==> config.mk <==
export PLATFORM = sky130hd
export DESIGN_NAME = secure_erase_seq
export DESIGN_NICKNAME = d
export VERILOG_FILES = /design/src/rtl/se_pkg.sv /design/src/rtl/se_pin_filter.sv /design/src/rtl/se_hold_timer.sv /design/src/rtl/se_wipe_engine.sv /design/src/rtl/secure_erase_seq.sv
export SDC_FILE = /design/constraint.sdc
export NUM_CORES = 1
export LEC_CHECK = 0
export ABC_AREA = 1
export BUFFER_PORTS_ARGS = -buffer_cell sky130_fd_sc_hd__buf_2
export CAP_MARGIN = 0
export CORE_ASPECT_RATIO = 0.5
export CORE_MARGIN = 2
export CORE_UTILIZATION = 44
export CTS_CLUSTER_DIAMETER = 100
export CTS_CLUSTER_SIZE = 25
export DETAILED_ROUTE_END_ITERATION = 7
export SLEW_MARGIN = 30
export SYNTH_ARGS = -nofsm -noshare
export SYNTH_HDL_FRONTEND = slang
export SYNTH_SLANG_ARGS = --single-unit
==> constraint.sdc <==
create_clock -name clk_i -period 2.83 [get_ports clk_i]
set_clock_uncertainty 0.1 [all_clocks]
set_input_delay 0.283 -clock clk_i [delete_from_list [all_inputs] [get_ports clk_i]]
set_output_delay 0.283 -clock clk_i [all_outputs]
set_load 0.02 [all_outputs]
==> src/rtl/se_pkg.sv <==
package se_pkg;
  typedef enum logic [1:0] {
    LVL_NONE = 2'd0,
    LVL_DATA = 2'd1,
    LVL_FULL = 2'd2
  } erase_lvl_e;

  typedef enum logic [2:0] {
    ST_BOOT,
    ST_IDLE,
    ST_ERASE,
    ST_FILL,
    ST_CKPT
  } eng_state_e;

  localparam logic OP_ERASE = 1'b0;
  localparam logic OP_FILL  = 1'b1;
endpackage

==> src/rtl/se_pin_filter.sv <==
module se_pin_filter #(
  parameter int SYNC_STAGES = 2,
  parameter int GLITCH_CYC  = 16
) (
  input  logic clk_i,
  input  logic rst_ni,
  input  logic pin_n_i,
  output logic pin_low_o
);
  localparam int CW = $clog2(GLITCH_CYC + 1);

  logic [SYNC_STAGES-1:0] sync_q;
  logic                   filt_q;
  logic [CW-1:0]          cnt_q;
  logic                   sync_out;

  generate
    if (SYNC_STAGES == 1) begin : g_one
      always_ff @(posedge clk_i or negedge rst_ni)
        if (!rst_ni) sync_q <= '1;
        else         sync_q <= pin_n_i;
    end else begin : g_chain
      always_ff @(posedge clk_i or negedge rst_ni)
        if (!rst_ni) sync_q <= '1;
        else         sync_q <= {sync_q[SYNC_STAGES-2:0], pin_n_i};
    end
  endgenerate

  assign sync_out = sync_q[SYNC_STAGES-1];

  // level must differ for GLITCH_CYC consecutive cycles before it is taken
  always_ff @(posedge clk_i or negedge rst_ni) begin
    if (!rst_ni) begin
      filt_q <= 1'b1;
      cnt_q  <= '0;
    end else if (sync_out == filt_q) begin
      cnt_q <= '0;
    end else if (cnt_q == CW'(GLITCH_CYC - 1)) begin
      filt_q <= sync_out;
      cnt_q  <= '0;
    end else begin
      cnt_q <= cnt_q + 1'b1;
    end
  end

  assign pin_low_o = ~filt_q;
endmodule

==> src/rtl/se_hold_timer.sv <==
module se_hold_timer
  import se_pkg::*;
#(
  parameter int TICKS_PER_MS = 125000,
  parameter int DATA_MS      = 3000,
  parameter int FULL_MS      = 8000
) (
  input  logic       clk_i,
  input  logic       rst_ni,
  input  logic       pin_low_i,
  output logic       release_o,
  output erase_lvl_e level_o
);
  localparam int PW = $clog2(TICKS_PER_MS + 1);
  localparam int MW = $clog2(FULL_MS + 1);

  logic [PW-1:0] pre_q;
  logic [MW-1:0] ms_q;
  logic          low_q;

  always_ff @(posedge clk_i or negedge rst_ni) begin
    if (!rst_ni) begin
      pre_q <= '0;
      ms_q  <= '0;
      low_q <= 1'b0;
    end else begin
      low_q <= pin_low_i;
      if (!pin_low_i) begin
        pre_q <= '0;
        ms_q  <= '0;
      end else if (pre_q == PW'(TICKS_PER_MS - 1)) begin
        pre_q <= '0;
        if (ms_q != MW'(FULL_MS)) ms_q <= ms_q + 1'b1;
      end else begin
        pre_q <= pre_q + 1'b1;
      end
    end
  end

  assign release_o = low_q & ~pin_low_i;

  always_comb begin
    if (ms_q >= MW'(FULL_MS))      level_o = LVL_FULL;
    else if (ms_q >= MW'(DATA_MS)) level_o = LVL_DATA;
    else                           level_o = LVL_NONE;
  end
endmodule

==> src/rtl/se_wipe_engine.sv <==
module se_wipe_engine
  import se_pkg::*;
#(
  parameter int USER_BLOCKS = 4096,
  parameter int FW_BLOCKS   = 64,
  parameter int BW          = 13
) (
  input  logic          clk_i,
  input  logic          rst_ni,
  input  logic          start_i,
  input  logic          start_full_i,
  input  logic          resume_valid_i,
  input  logic [BW-1:0] resume_blk_i,
  input  logic          resume_full_i,
  output logic          cmd_valid_o,
  output logic          cmd_op_o,
  output logic [BW-1:0] cmd_blk_o,
  input  logic          cmd_ack_i,
  output logic          ckpt_valid_o,
  output logic [BW-1:0] ckpt_blk_o,
  output logic          ckpt_active_o,
  output logic          ckpt_full_o,
  input  logic          ckpt_ack_i,
  output logic          busy_o,
  output logic          done_o
);
  localparam int TOT = USER_BLOCKS + FW_BLOCKS;
  localparam logic [BW-1:0] LAST_USER = BW'(USER_BLOCKS - 1);
  localparam logic [BW-1:0] LAST_ALL  = BW'(TOT - 1);

  eng_state_e    state_q;
  logic [BW-1:0] blk_q;
  logic          full_q;
  logic          done_q;
  logic          is_last;

  assign is_last = blk_q == (full_q ? LAST_ALL : LAST_USER);

  always_ff @(posedge clk_i or negedge rst_ni) begin
    if (!rst_ni) begin
      state_q <= ST_BOOT;
      blk_q   <= '0;
      full_q  <= 1'b0;
      done_q  <= 1'b0;
    end else begin
      done_q <= 1'b0;
      unique case (state_q)
        ST_BOOT: begin
          // stored checkpoint wins over any new trigger
          if (resume_valid_i) begin
            state_q <= ST_ERASE;
            blk_q   <= resume_blk_i;
            full_q  <= resume_full_i;
          end else begin
            state_q <= ST_IDLE;
          end
        end
        ST_IDLE: begin
          if (start_i) begin
            state_q <= ST_ERASE;
            blk_q   <= '0;
            full_q  <= start_full_i;
          end
        end
        ST_ERASE: if (cmd_ack_i) state_q <= ST_FILL;
        ST_FILL:  if (cmd_ack_i) state_q <= ST_CKPT;
        ST_CKPT: begin
          if (ckpt_ack_i) begin
            if (is_last) begin
              state_q <= ST_IDLE;
              done_q  <= 1'b1;
            end else begin
              blk_q   <= blk_q + 1'b1;
              state_q <= ST_ERASE;
            end
          end
        end
        default: state_q <= ST_IDLE;
      endcase
    end
  end

  assign cmd_valid_o   = (state_q == ST_ERASE) || (state_q == ST_FILL);
  assign cmd_op_o      = (state_q == ST_FILL) ? OP_FILL : OP_ERASE;
  assign cmd_blk_o     = blk_q;
  assign ckpt_valid_o  = state_q == ST_CKPT;
  assign ckpt_blk_o    = blk_q + 1'b1;
  assign ckpt_active_o = ~is_last;
  assign ckpt_full_o   = full_q;
  assign busy_o        = cmd_valid_o || ckpt_valid_o;
  assign done_o        = done_q;
endmodule

==> src/rtl/secure_erase_seq.sv <==
module secure_erase_seq
  import se_pkg::*;
#(
  parameter int TICKS_PER_MS = 125000,
  parameter int DATA_MS      = 3000,
  parameter int FULL_MS      = 8000,
  parameter int GLITCH_CYC   = 16,
  parameter int SYNC_STAGES  = 2,
  parameter int USER_BLOCKS  = 4096,
  parameter int FW_BLOCKS    = 64,
  localparam int BLK_W       = $clog2(USER_BLOCKS + FW_BLOCKS + 1)
) (
  input  logic             clk_i,
  input  logic             rst_ni,
  input  logic             erase_n_i,
  input  logic             master_mode_i,
  input  logic             host_rd_i,
  input  logic             host_wr_i,
  output logic             cmd_valid_o,
  output logic             cmd_op_o,
  output logic [BLK_W-1:0] cmd_blk_o,
  input  logic             cmd_ack_i,
  output logic             ckpt_valid_o,
  output logic [BLK_W-1:0] ckpt_blk_o,
  output logic             ckpt_active_o,
  output logic             ckpt_full_o,
  input  logic             ckpt_ack_i,
  input  logic             resume_valid_i,
  input  logic [BLK_W-1:0] resume_blk_i,
  input  logic             resume_full_i,
  input  logic             format_i,
  output logic             busy_o,
  output logic             done_o,
  output logic             uninit_o
);
  logic       pin_low;
  logic       rel;
  erase_lvl_e lvl;
  logic       traffic_ok;
  logic       start;
  logic       uninit_q;

  se_pin_filter #(
    .SYNC_STAGES(SYNC_STAGES),
    .GLITCH_CYC (GLITCH_CYC)
  ) i_filter (
    .clk_i    (clk_i),
    .rst_ni   (rst_ni),
    .pin_n_i  (erase_n_i),
    .pin_low_o(pin_low)
  );

  se_hold_timer #(
    .TICKS_PER_MS(TICKS_PER_MS),
    .DATA_MS     (DATA_MS),
    .FULL_MS     (FULL_MS)
  ) i_timer (
    .clk_i    (clk_i),
    .rst_ni   (rst_ni),
    .pin_low_i(pin_low),
    .release_o(rel),
    .level_o  (lvl)
  );

  // master tolerates one direction of traffic, slave tolerates none
  assign traffic_ok = master_mode_i ? ~(host_rd_i & host_wr_i)
                                    : ~(host_rd_i | host_wr_i);
  assign start      = rel && (lvl != LVL_NONE) && traffic_ok && !busy_o;

  se_wipe_engine #(
    .USER_BLOCKS(USER_BLOCKS),
    .FW_BLOCKS  (FW_BLOCKS),
    .BW         (BLK_W)
  ) i_engine (
    .clk_i         (clk_i),
    .rst_ni        (rst_ni),
    .start_i       (start),
    .start_full_i  (lvl == LVL_FULL),
    .resume_valid_i(resume_valid_i),
    .resume_blk_i  (resume_blk_i),
    .resume_full_i (resume_full_i),
    .cmd_valid_o   (cmd_valid_o),
    .cmd_op_o      (cmd_op_o),
    .cmd_blk_o     (cmd_blk_o),
    .cmd_ack_i     (cmd_ack_i),
    .ckpt_valid_o  (ckpt_valid_o),
    .ckpt_blk_o    (ckpt_blk_o),
    .ckpt_active_o (ckpt_active_o),
    .ckpt_full_o   (ckpt_full_o),
    .ckpt_ack_i    (ckpt_ack_i),
    .busy_o        (busy_o),
    .done_o        (done_o)
  );

  always_ff @(posedge clk_i or negedge rst_ni) begin
    if (!rst_ni)                    uninit_q <= 1'b0;
    else if (done_o)                uninit_q <= 1'b1;
    else if (format_i && !busy_o)   uninit_q <= 1'b0;
  end

  assign uninit_o = uninit_q;
endmodule

==> results by group, run 1 <==
Floorplanning
  – CORE AREA: 0.008029 mm²
  – Die Y: 68.55 µm
  – Num rows: 23
  – Top Ports: 58
  – Initial Util: 45.66%
  – Die Span X: 133.1 µm
  – Die Area: 0.009122 mm²

Timing
  – Worst slew pin tran: 0.7773 ns
  – RSZ-0062 raised after global routing: false
  – Fmax: 428.9 MHz
  – Setup TNS Final: 0 ns
  – Final Hold Vio Count: 0
  – Fin. max-slew vios: 0
  – Endpoints failing setup: 0
  – Part of the cycle the worst path needs: 82.38%
  – Slew HR: 48.18%
  – Final worst path period need: 2.331 ns
  – Final worst slack: 0.4986 ns

Detailed routing
  – WL final: 9.088 mm
  – Antenna viol nets, final: 0
  – Via count: 3,530
  – Pre-antenna DRT Iters: 6
  – Routed WL per cell: 12.85 µm
  – DR iter-0 viols: 287
  – Via density: 4.993
  – Drc violations: 0

Finish
  – # diodes: 0
  – Post-route cell area: 0.004365 mm²
  – Final layout net count: 619
  – Area Growth Syn to Fin: 19.08%
  – Layout Utilization: 54.37%
  – Layout fillers: 775
  – Layout cells sized above 1: 16.30%

Clock network
  – Clock sinks: 58
  – Clock root buffer: clkbuf_16
  – Htree depth: 3
  – CTS tree: built
  – Post-CTS Setup Bufs: 0
  – Clk slew on worst S/H paths: 0.05 ns
  – Worst-case clock buffer depth: 2
  – Cts bufs inserted: 9
  – Clock Latency Late Sink: 0.33 ns

Synth
  – Top FF cell, synth: dfrtp_1
  – Area leader, netlist: dfrtp_1
  – Post-Synthesis Cells: 527
  – Sequential-to-total area share from yosys stat: 39.69%
  – Cell variety after synth: 38
  – Post-synthesis net count: 556
  – FF+latch count, synth: 58
  – Asr flop ratio synth: 100.0%
  – Synth area leaders: dfrtp_1, nand2_1, nor2_1, nand3_1, inv_1
  – Post-synth EDFFs: 0
  – Average instance area after synthesis: 6.956 µm²
  – Synth top area share: 37.54%
  – Most frequent cells after synthesis: nand2_1, nor2_1, dfrtp_1, inv_1, nand3_1
  – Yosys warnings: 0
  – Count leader, synth: nand2_1
  – Syn Std Cell Area: 0.003666 mm²

Worst hold path
  – Hold path start: ckpt_ack_i
  – HP Class: in2reg
  – Hold Path Sink: i_engine.done_o
  – Hold Crit Depth: 3

Place
  – Port-buffer cells: 57
  – Worst slack, placed: 0.6062 ns
  – Final Wtd Congestion: 0.8962
  – Placed instance area: 0.004059 mm²
  – Post-detail-place hpwl: 6.710 mm

Worst setup path
  – Worst R2R End: i_engine.cmd_blk_o[0]
  – CP Launch Point: i_engine.cmd_blk_o[1]
  – Reg2reg path depth: 8
  – Crit path max-delay cell type: dfrtp_1
  – Critical Path RT: 2.45 ns
  – Worst Path Arrival: 1.95 ns
  – Setup crit end kind: primary output
  – Worst path cell trace: ha_1 > nand2_1 > nor2_1 > nand3_1 > nand2_1 > nand2_1 > inv_1 > buf_2
  – Crit path largest cell delay: 0.42 ns
  – FF-to-FF Start: i_engine.state_q[0]
  – R2R Setup Slk: 0.61 ns
  – Most used cell, CP: nand2_1
  – CP Launch Type: register
  – Crit Path Class: reg2out
  – Max Fanout on Critical Path: 6

GRT
  – GR Overflow Total: 0
  – Vias in the first global route: 3,250
  – Pin count of the biggest net entering global routing: 36
  – Initial antenna violation count: 0
  – First-pass GRT wire length: 15.42 mm
  – All-Layer GR Usage: 21.78%

Run status
  – Outcome: finished clean

Power
  – LEAKAGE: 2.246 nW
  – Peak supply drop: 410.1 µV
  – Pwr dens: 845.3 mW/mm²

Run
  – Max-cap viol count: 0
==> how the worst max path moves through the flow <==
| stage | to | slack (ns) | cells past startpoint |
|---|---|---|---|
| after detailed placement | i_engine.cmd_blk_o[3] | 0.61 | 8 |
| after global placement | i_engine.cmd_blk_o[11] | 0.76 | 8 |
| after global routing | ckpt_blk_o[6] | 0.34 | 7 |
| after floorplan | ckpt_blk_o[12] | 1.02 | 7 |
| final | ckpt_blk_o[12] | 0.50 | 8 |
| after CTS | ckpt_blk_o[12] | 0.49 | 8 |
==> repair_timing <==
action / 4_1_cts / 5_1_grt
endpoints found under the hold margin: 32 / 0
hold buffers: 2 / 0
gates resized for setup: 0 / 0
==> layer usage <==
| metal | global-route usage, % | routed length, µm | share of wire (%) | vias up |
|---|---|---|---|---|
| met5 | 0 | 0 | 0 | - |
| li1 | - | - | - | 1836 |
| met4 | 7.527 | 127 | 1.4 | 0 |
| met1 | 28.30 | 4431 | 49 | 1581 |
| met3 | 5.921 | 541 | 6.0 | 12 |
| met2 | 36.01 | 3988 | 44 | 101 |
==> area by class of cell <==
| class | instances | area (µm²) | share of cell area (%) |
|---|---|---|---|
| multi-input combinational | 400 | 1927 | 44.14 |
| sequential | 58 | 1455 | 33.33 |
| clock inverter | 6 | 57.56 | 1.318 |
| inverter | 57 | 214.0 | 4.901 |
| clock buffer | 10 | 229.0 | 5.245 |
| timing repair buffer | 64 | 342.8 | 7.853 |
| tap | 112 | 140.1 | 3.210 |
==> report_power, final <==
group | switching [W] | internal (W)
Combinational | 0.000982 | 0.000456
Sequential | 0.000225 | 0.000989
Clock | 0.000365 | 0.000673
==> critical path: cells and delay by family, from the launching register on <==
| kind | cells | cell delay (ns) |
|---|---|---|
| AND/OR/NAND/NOR | 5 | 0.69 |
| adder cells (fa/ha/maj) | 1 | 0.28 |
| flip-flops | 1 | 0.42 |
| buffers and inverters | 2 | 0.23 |
==> through the flow <==
stage	hold slack [ns]	instances	power, W
after global placement	0.2467	689	0.002654
after CTS	0.07085	707	0.003725
after detailed placement	0.2489	689	0.002657
final	0.08585	707	0.003690
after floorplan	-0.1126	527	0.002213
after global routing	0.08588	707	0.003969
==> logic make-up after synthesis <==
family,share of synthesized area [%]
compound gates,5.666
xor+xnor,3.584
fa+ha+maj,1.706
buf+inv,7.747
flops,39.69
simple gates,41.60
==> registers in the layout, summed over array words and instances, names as in the netlist <==
name                  cells
i_engine.ckpt_full_o      1
i_filter.sync_q           2
i_engine.state_q          3
uninit_o                  1
i_filter.filt_q           1
i_filter.cnt_q            5
i_timer.ms_q             13
i_timer.pre_q            17
i_engine.cmd_blk_o       13
i_engine.done_o           1
i_timer.low_q             1
==> cells in the final DEF (no fill, tap or decap), drive strengths merged, types with 2 or more instances in the layout <==
| master | n |
|---|---|
| a21oi | 6 |
| xor2 | 13 |
| dfstp | 3 |
| nor3 | 20 |
| clkinv | 4 |
| nand4 | 28 |
| dfrtp | 55 |
| a31oi | 2 |
| clkbuf | 10 |
| nor3b | 4 |
| nor2 | 73 |
| xnor2 | 2 |
| nand2 | 165 |
| nand3 | 47 |
| dlygate4sd3 | 2 |
| and2 | 2 |
| inv | 57 |
| buf | 62 |
| ha | 5 |
| o21ai | 24 |
| o21bai | 2 |
Note: power is estimated with default switching activity, not from simulation.
==> run 2, diff against run 1 <==
--- a/config.mk
+++ b/config.mk
@@ -5,7 +5,7 @@
 export SDC_FILE = /design/constraint.sdc
 export NUM_CORES = 1
 export LEC_CHECK = 0
-export ABC_AREA = 1
+export ABC_AREA = 0
 export BUFFER_PORTS_ARGS = -buffer_cell sky130_fd_sc_hd__buf_2
 export CAP_MARGIN = 0
 export CORE_ASPECT_RATIO = 0.5
@@ -14,6 +14,7 @@
 export CTS_CLUSTER_DIAMETER = 100
 export CTS_CLUSTER_SIZE = 25
 export DETAILED_ROUTE_END_ITERATION = 7
+export PLACE_DENSITY = 0.68
 export SLEW_MARGIN = 30
 export SYNTH_ARGS = -nofsm -noshare
 export SYNTH_HDL_FRONTEND = slang
==> constraint.sdc (replaced) <==
create_clock -name clk_i -period 2.1 [get_ports clk_i]
set_clock_uncertainty 0.1 [all_clocks]
set_input_delay 0.21 -clock clk_i [delete_from_list [all_inputs] [get_ports clk_i]]
set_output_delay 0.21 -clock clk_i [all_outputs]
set_load 0.02 [all_outputs]
==> run 2 against run 1 <==
  * The run now ends with setup timing left
  * Non-clock buffer count rose by 42
  * Via count shrank 16%
  * Final cell count is 21% lower
  * Critical path type unchanged
  * Synthesized cell count down 33%
  * Critical endpoint is now ckpt_blk_o[10]
  * Clock power grew 32%
  * Design area is 0.95% higher
  * Power is 44% higher
  * Largest power group unchanged
  * Global-route usage fell by 1.3 points
  * Sequential power increased by 30%
==> results by group, run 2 <==
Timing
  – Slew HR: 68.86% (+21 points)
  – Final Hold Vio Count: 0 (unchanged)
  – Final worst slack: -0.01681 ns (-0.5154 ns)
  – Fin. max-slew vios: 0 (unchanged)
  – RSZ-0062 raised after global routing: true
  – Worst slew pin tran: 0.4671 ns (-0.3102 ns)
  – Final worst path period need: 2.117 ns
  – Endpoints failing setup: 2 (+2)
  – Fmax: 472.4 MHz
  – Part of the cycle the worst path needs: 100.8%
  – Min Hold Slack: 0.03926 ns (-0.04659 ns)

Synth
  – Cell variety after synth: 51 (+34%)
  – FF+latch count, synth: 58 (unchanged)
  – Post-synthesis compound-gate area fraction: 15.30% (+9.6 points)
  – Synth top area share: 42.18% (+4.6 points)
  – Most frequent cells after synthesis: dfrtp_1, nor2_1, a21oi_1
  – Sequential-to-total area share from yosys stat: 44.59% (+4.9 points)
  – Average instance area after synthesis: 9.244 µm² (+33%)
  – Asr flop ratio synth: 100.0% (unchanged)
  – Area leader, netlist: dfrtp_1
  – Synth Area in XOR/XNOR: 9.394% (+5.8 points)
  – Mux cell area share after synthesis: 0.3067% (+0.31 points)
  – Count leader, synth: dfrtp_1
  – Post-Synthesis Cells: 353 (-33%)
  – Syn Std Cell Area: 0.003263 mm² (-11%)
  – Yosys warnings: 0 (unchanged)
  – Simple-gate share of the synthesized area: 23.58% (-18 points)
  – Post-synthesis adder-cell area fraction: 2.224% (+0.52 points)
  – Synth area leaders: dfrtp_1, xor2_1, nor2_1, a21oi_1, xnor2_1
  – Post-synth EDFFs: 0 (unchanged)
  – Post-synthesis net count: 382 (-31%)
  – Top FF cell, synth: dfrtp_1
  – Largest family of logic cells by synthesized area: simple AND/OR/NAND/NOR gates

Worst setup path
  – R2R Setup Slk: -0.01 ns (-0.62 ns)
  – Reg2reg path depth: 5 (-3)
  – Setup crit end kind: primary output
  – Worst R2R End: i_timer.ms_q[7]
  – Crit Path Class: reg2out
  – Worst path cell trace: ha_4 > nand3_4 > or2_4 > nor2_4 > and3_4 > xor2_4 > buf_6
  – FF-to-FF Start: i_timer.pre_q[7]
  – Critical Path RT: 1.79 ns (-0.66 ns)
  – Max Fanout on Critical Path: 5 (-1)
  – Crit path max-delay cell type: dfrtp_2
  – Worst Path Arrival: 1.81 ns (-0.14 ns)
  – Crit path largest cell delay: 0.38 ns (-0.04 ns)
  – CP Launch Type: register

Detailed routing
  – DR iter-0 viols: 144 (-50%)
  – Routed WL per cell: 14.36 µm (+12%)
  – Antenna viol nets, final: 0 (unchanged)
  – Drc violations: 0 (unchanged)
  – WL final: 8.001 mm (-12%)
  – Via density: 5.341 (+7.0%)
  – Via count: 2,975 (-16%)
  – Pre-antenna DRT Iters: 4 (-2)

GRT
  – First-pass GRT wire length: 13.14 mm (-15%)
  – Vias in the first global route: 2,808 (-14%)
  – All-Layer GR Usage: 20.44% (-1.3 points)
  – GR Overflow Total: 0 (unchanged)
  – Pin count of the biggest net entering global routing: 59 (+64%)
  – Initial antenna violation count: 0 (unchanged)

Run status
  – Failing checks: setup timing
  – Outcome: finished with violations

Clock network
  – CTS tree: built
  – Clk slew on worst S/H paths: 0.05 ns (about the same)
  – Cts bufs inserted: 9 (unchanged)
  – Clock sinks: 58 (unchanged)
  – Worst-case clock buffer depth: 2 (unchanged)
  – Clock Latency Late Sink: 0.33 ns (about the same)
  – Htree depth: 3 (unchanged)
  – Clock root buffer: clkbuf_16

Power
  – Peak supply drop: 443.1 µV (+8.0%)
  – LEAKAGE: 2.039 nW (-9.2%)
  – Pwr dens: 1202 mW/mm² (+42%)

Finish
  – Reg with most FFs: i_timer.pre_q
  – Area Growth Syn to Fin: 35.05%
  – Post-route cell area: 0.004407 mm² (+0.95%)
  – Commonest non-fill, non-tap cell in the layout: buf_2
  – # diodes: 0 (unchanged)
  – Commonest non-fill, non-tap cells in the layout: buf_2, dfrtp_1, buf_4
  – Max reg flops: 17 (unchanged)
  – Final layout net count: 485 (-22%)
  – Layout cells sized above 1: 33.19% (+17 points)

Floorplanning
  – Top Ports: 58 (unchanged)
  – Die Y: 64.90 µm (-5.3%)
  – Die Span X: 125.8 µm (-5.5%)
  – Die Area: 0.008163 mm² (-11%)
  – Num rows: 22 (-4.3%)
  – Initial Util: 44.90% (-0.76 points)
  – CORE AREA: 0.007267 mm² (-9.5%)

Place
  – Port-buffer cells: 57 (unchanged)
  – Final Wtd Congestion: 0.7803 (-13%)
  – Post-detail-place hpwl: 5.470 mm (-18%)
  – Placed instance area: 0.003928 mm² (-3.2%)

Worst hold path
  – Hold Path Sink: i_engine.ckpt_full_o
  – Hold path start: resume_full_i
  – HP Class: in2reg
  – Hold Crit Depth: 3 (unchanged)

Run
  – Max-cap viol count: 0 (unchanged)
==> run 2: cell count changes after synthesis, sizes merged, moves of 10 or more <==
cell   before  now
a21oi       6   26
nand3      47   22
inv        57   16
xnor2       2   14
nor2       73   38
nor3       20    8
o21ai      24   14
nand4      28   10
nand2     165   24
==> run 2: kinds of logic after synthesis <==
family / after synthesis
xor gates and xnor gates: 35
buffers and inverters: 30
and+or+nand+nor: 144
adders and majority gates: 6
AOI/OAI and AO/OA: 79
muxes: 1
DFF: 58
==> run 2: how the worst max path moves through the flow <==
stage,endpoint,cells past startpoint,from
after global routing,ckpt_active_o,6,i_engine.cmd_blk_o[6]
after floorplan,i_timer.ms_q[11],5,i_timer.pre_q[9]
after global placement,i_timer.ms_q[11],5,i_timer.pre_q[7]
after detailed placement,i_timer.ms_q[7],5,i_timer.pre_q[7]
final,ckpt_blk_o[10],7,i_engine.cmd_blk_o[1]
after CTS,ckpt_blk_o[10],7,i_engine.cmd_blk_o[0]
==> run 2: final cells by class <==
class | instances | area, µm²
repair buffers | 106 | 693.2
well taps | 96 | 120.1
clock buffers | 14 | 274.0
inverters | 16 | 63.81
multi-input cells | 265 | 1782
clock inverters | 2 | 10.01
flip-flops and latches | 58 | 1464
fillers | 656 | 2860
==> run 2: timing repair <==
item,4_1_cts,5_1_grt
setup endpoints to repair,7,23
setup buffers,4,6
hold buffers,2,0
endpoints found under the hold margin,56,0
resized for setup,13,14
pin swaps,4,8
==> run 2: worst max-delay path: cells and delay by family, from the launching register on <==
family,cells,cell delay (ns)
and+or+nand+nor,4,0.66
DFF,1,0.38
adders and majority gates,1,0.15
xor gates and xnor gates,1,0.14
buffers and inverters,1,0.13
==> run 2: metrics by stage <==
step | worst slack (ns) | setup TNS [ns] | util (%) | instances | power [W]
floorplan | -0.01883 | -0.05533 | - | 353 | 0.002913
global placement | 0.02963 | 0 | 54.05 | 530 | 0.003675
detailed placement | 0.01326 | 0 | 54.05 | 530 | 0.003693
CTS | -0.03910 | -0.03910 | 59.23 | 551 | 0.005185
global route | -0.09848 | -1.060 | 60.64 | 557 | 0.005611
finish | -0.01681 | -0.02822 | 60.64 | 557 | 0.005299
==> run 2: report_power, final <==
group | switching, W | internal, W | leakage (nW) | total, W
clock | 0.000479 | 0.000889 | 0.143 | 0.00137
combinational | 0.00136 | 0.00101 | 1.15 | 0.00236
sequential | 0.000231 | 0.00134 | 0.742 | 0.00157
total | 0.00207 | 0.00323 | 2.04 | 0.00530
==> run 2: metal layers <==
metal	part of all wire, %	GRT usage (%)
met1	46	24.90
met2	50	34.05
met3	4.1	6.028
met5	0	0
met4	0.79	9.341
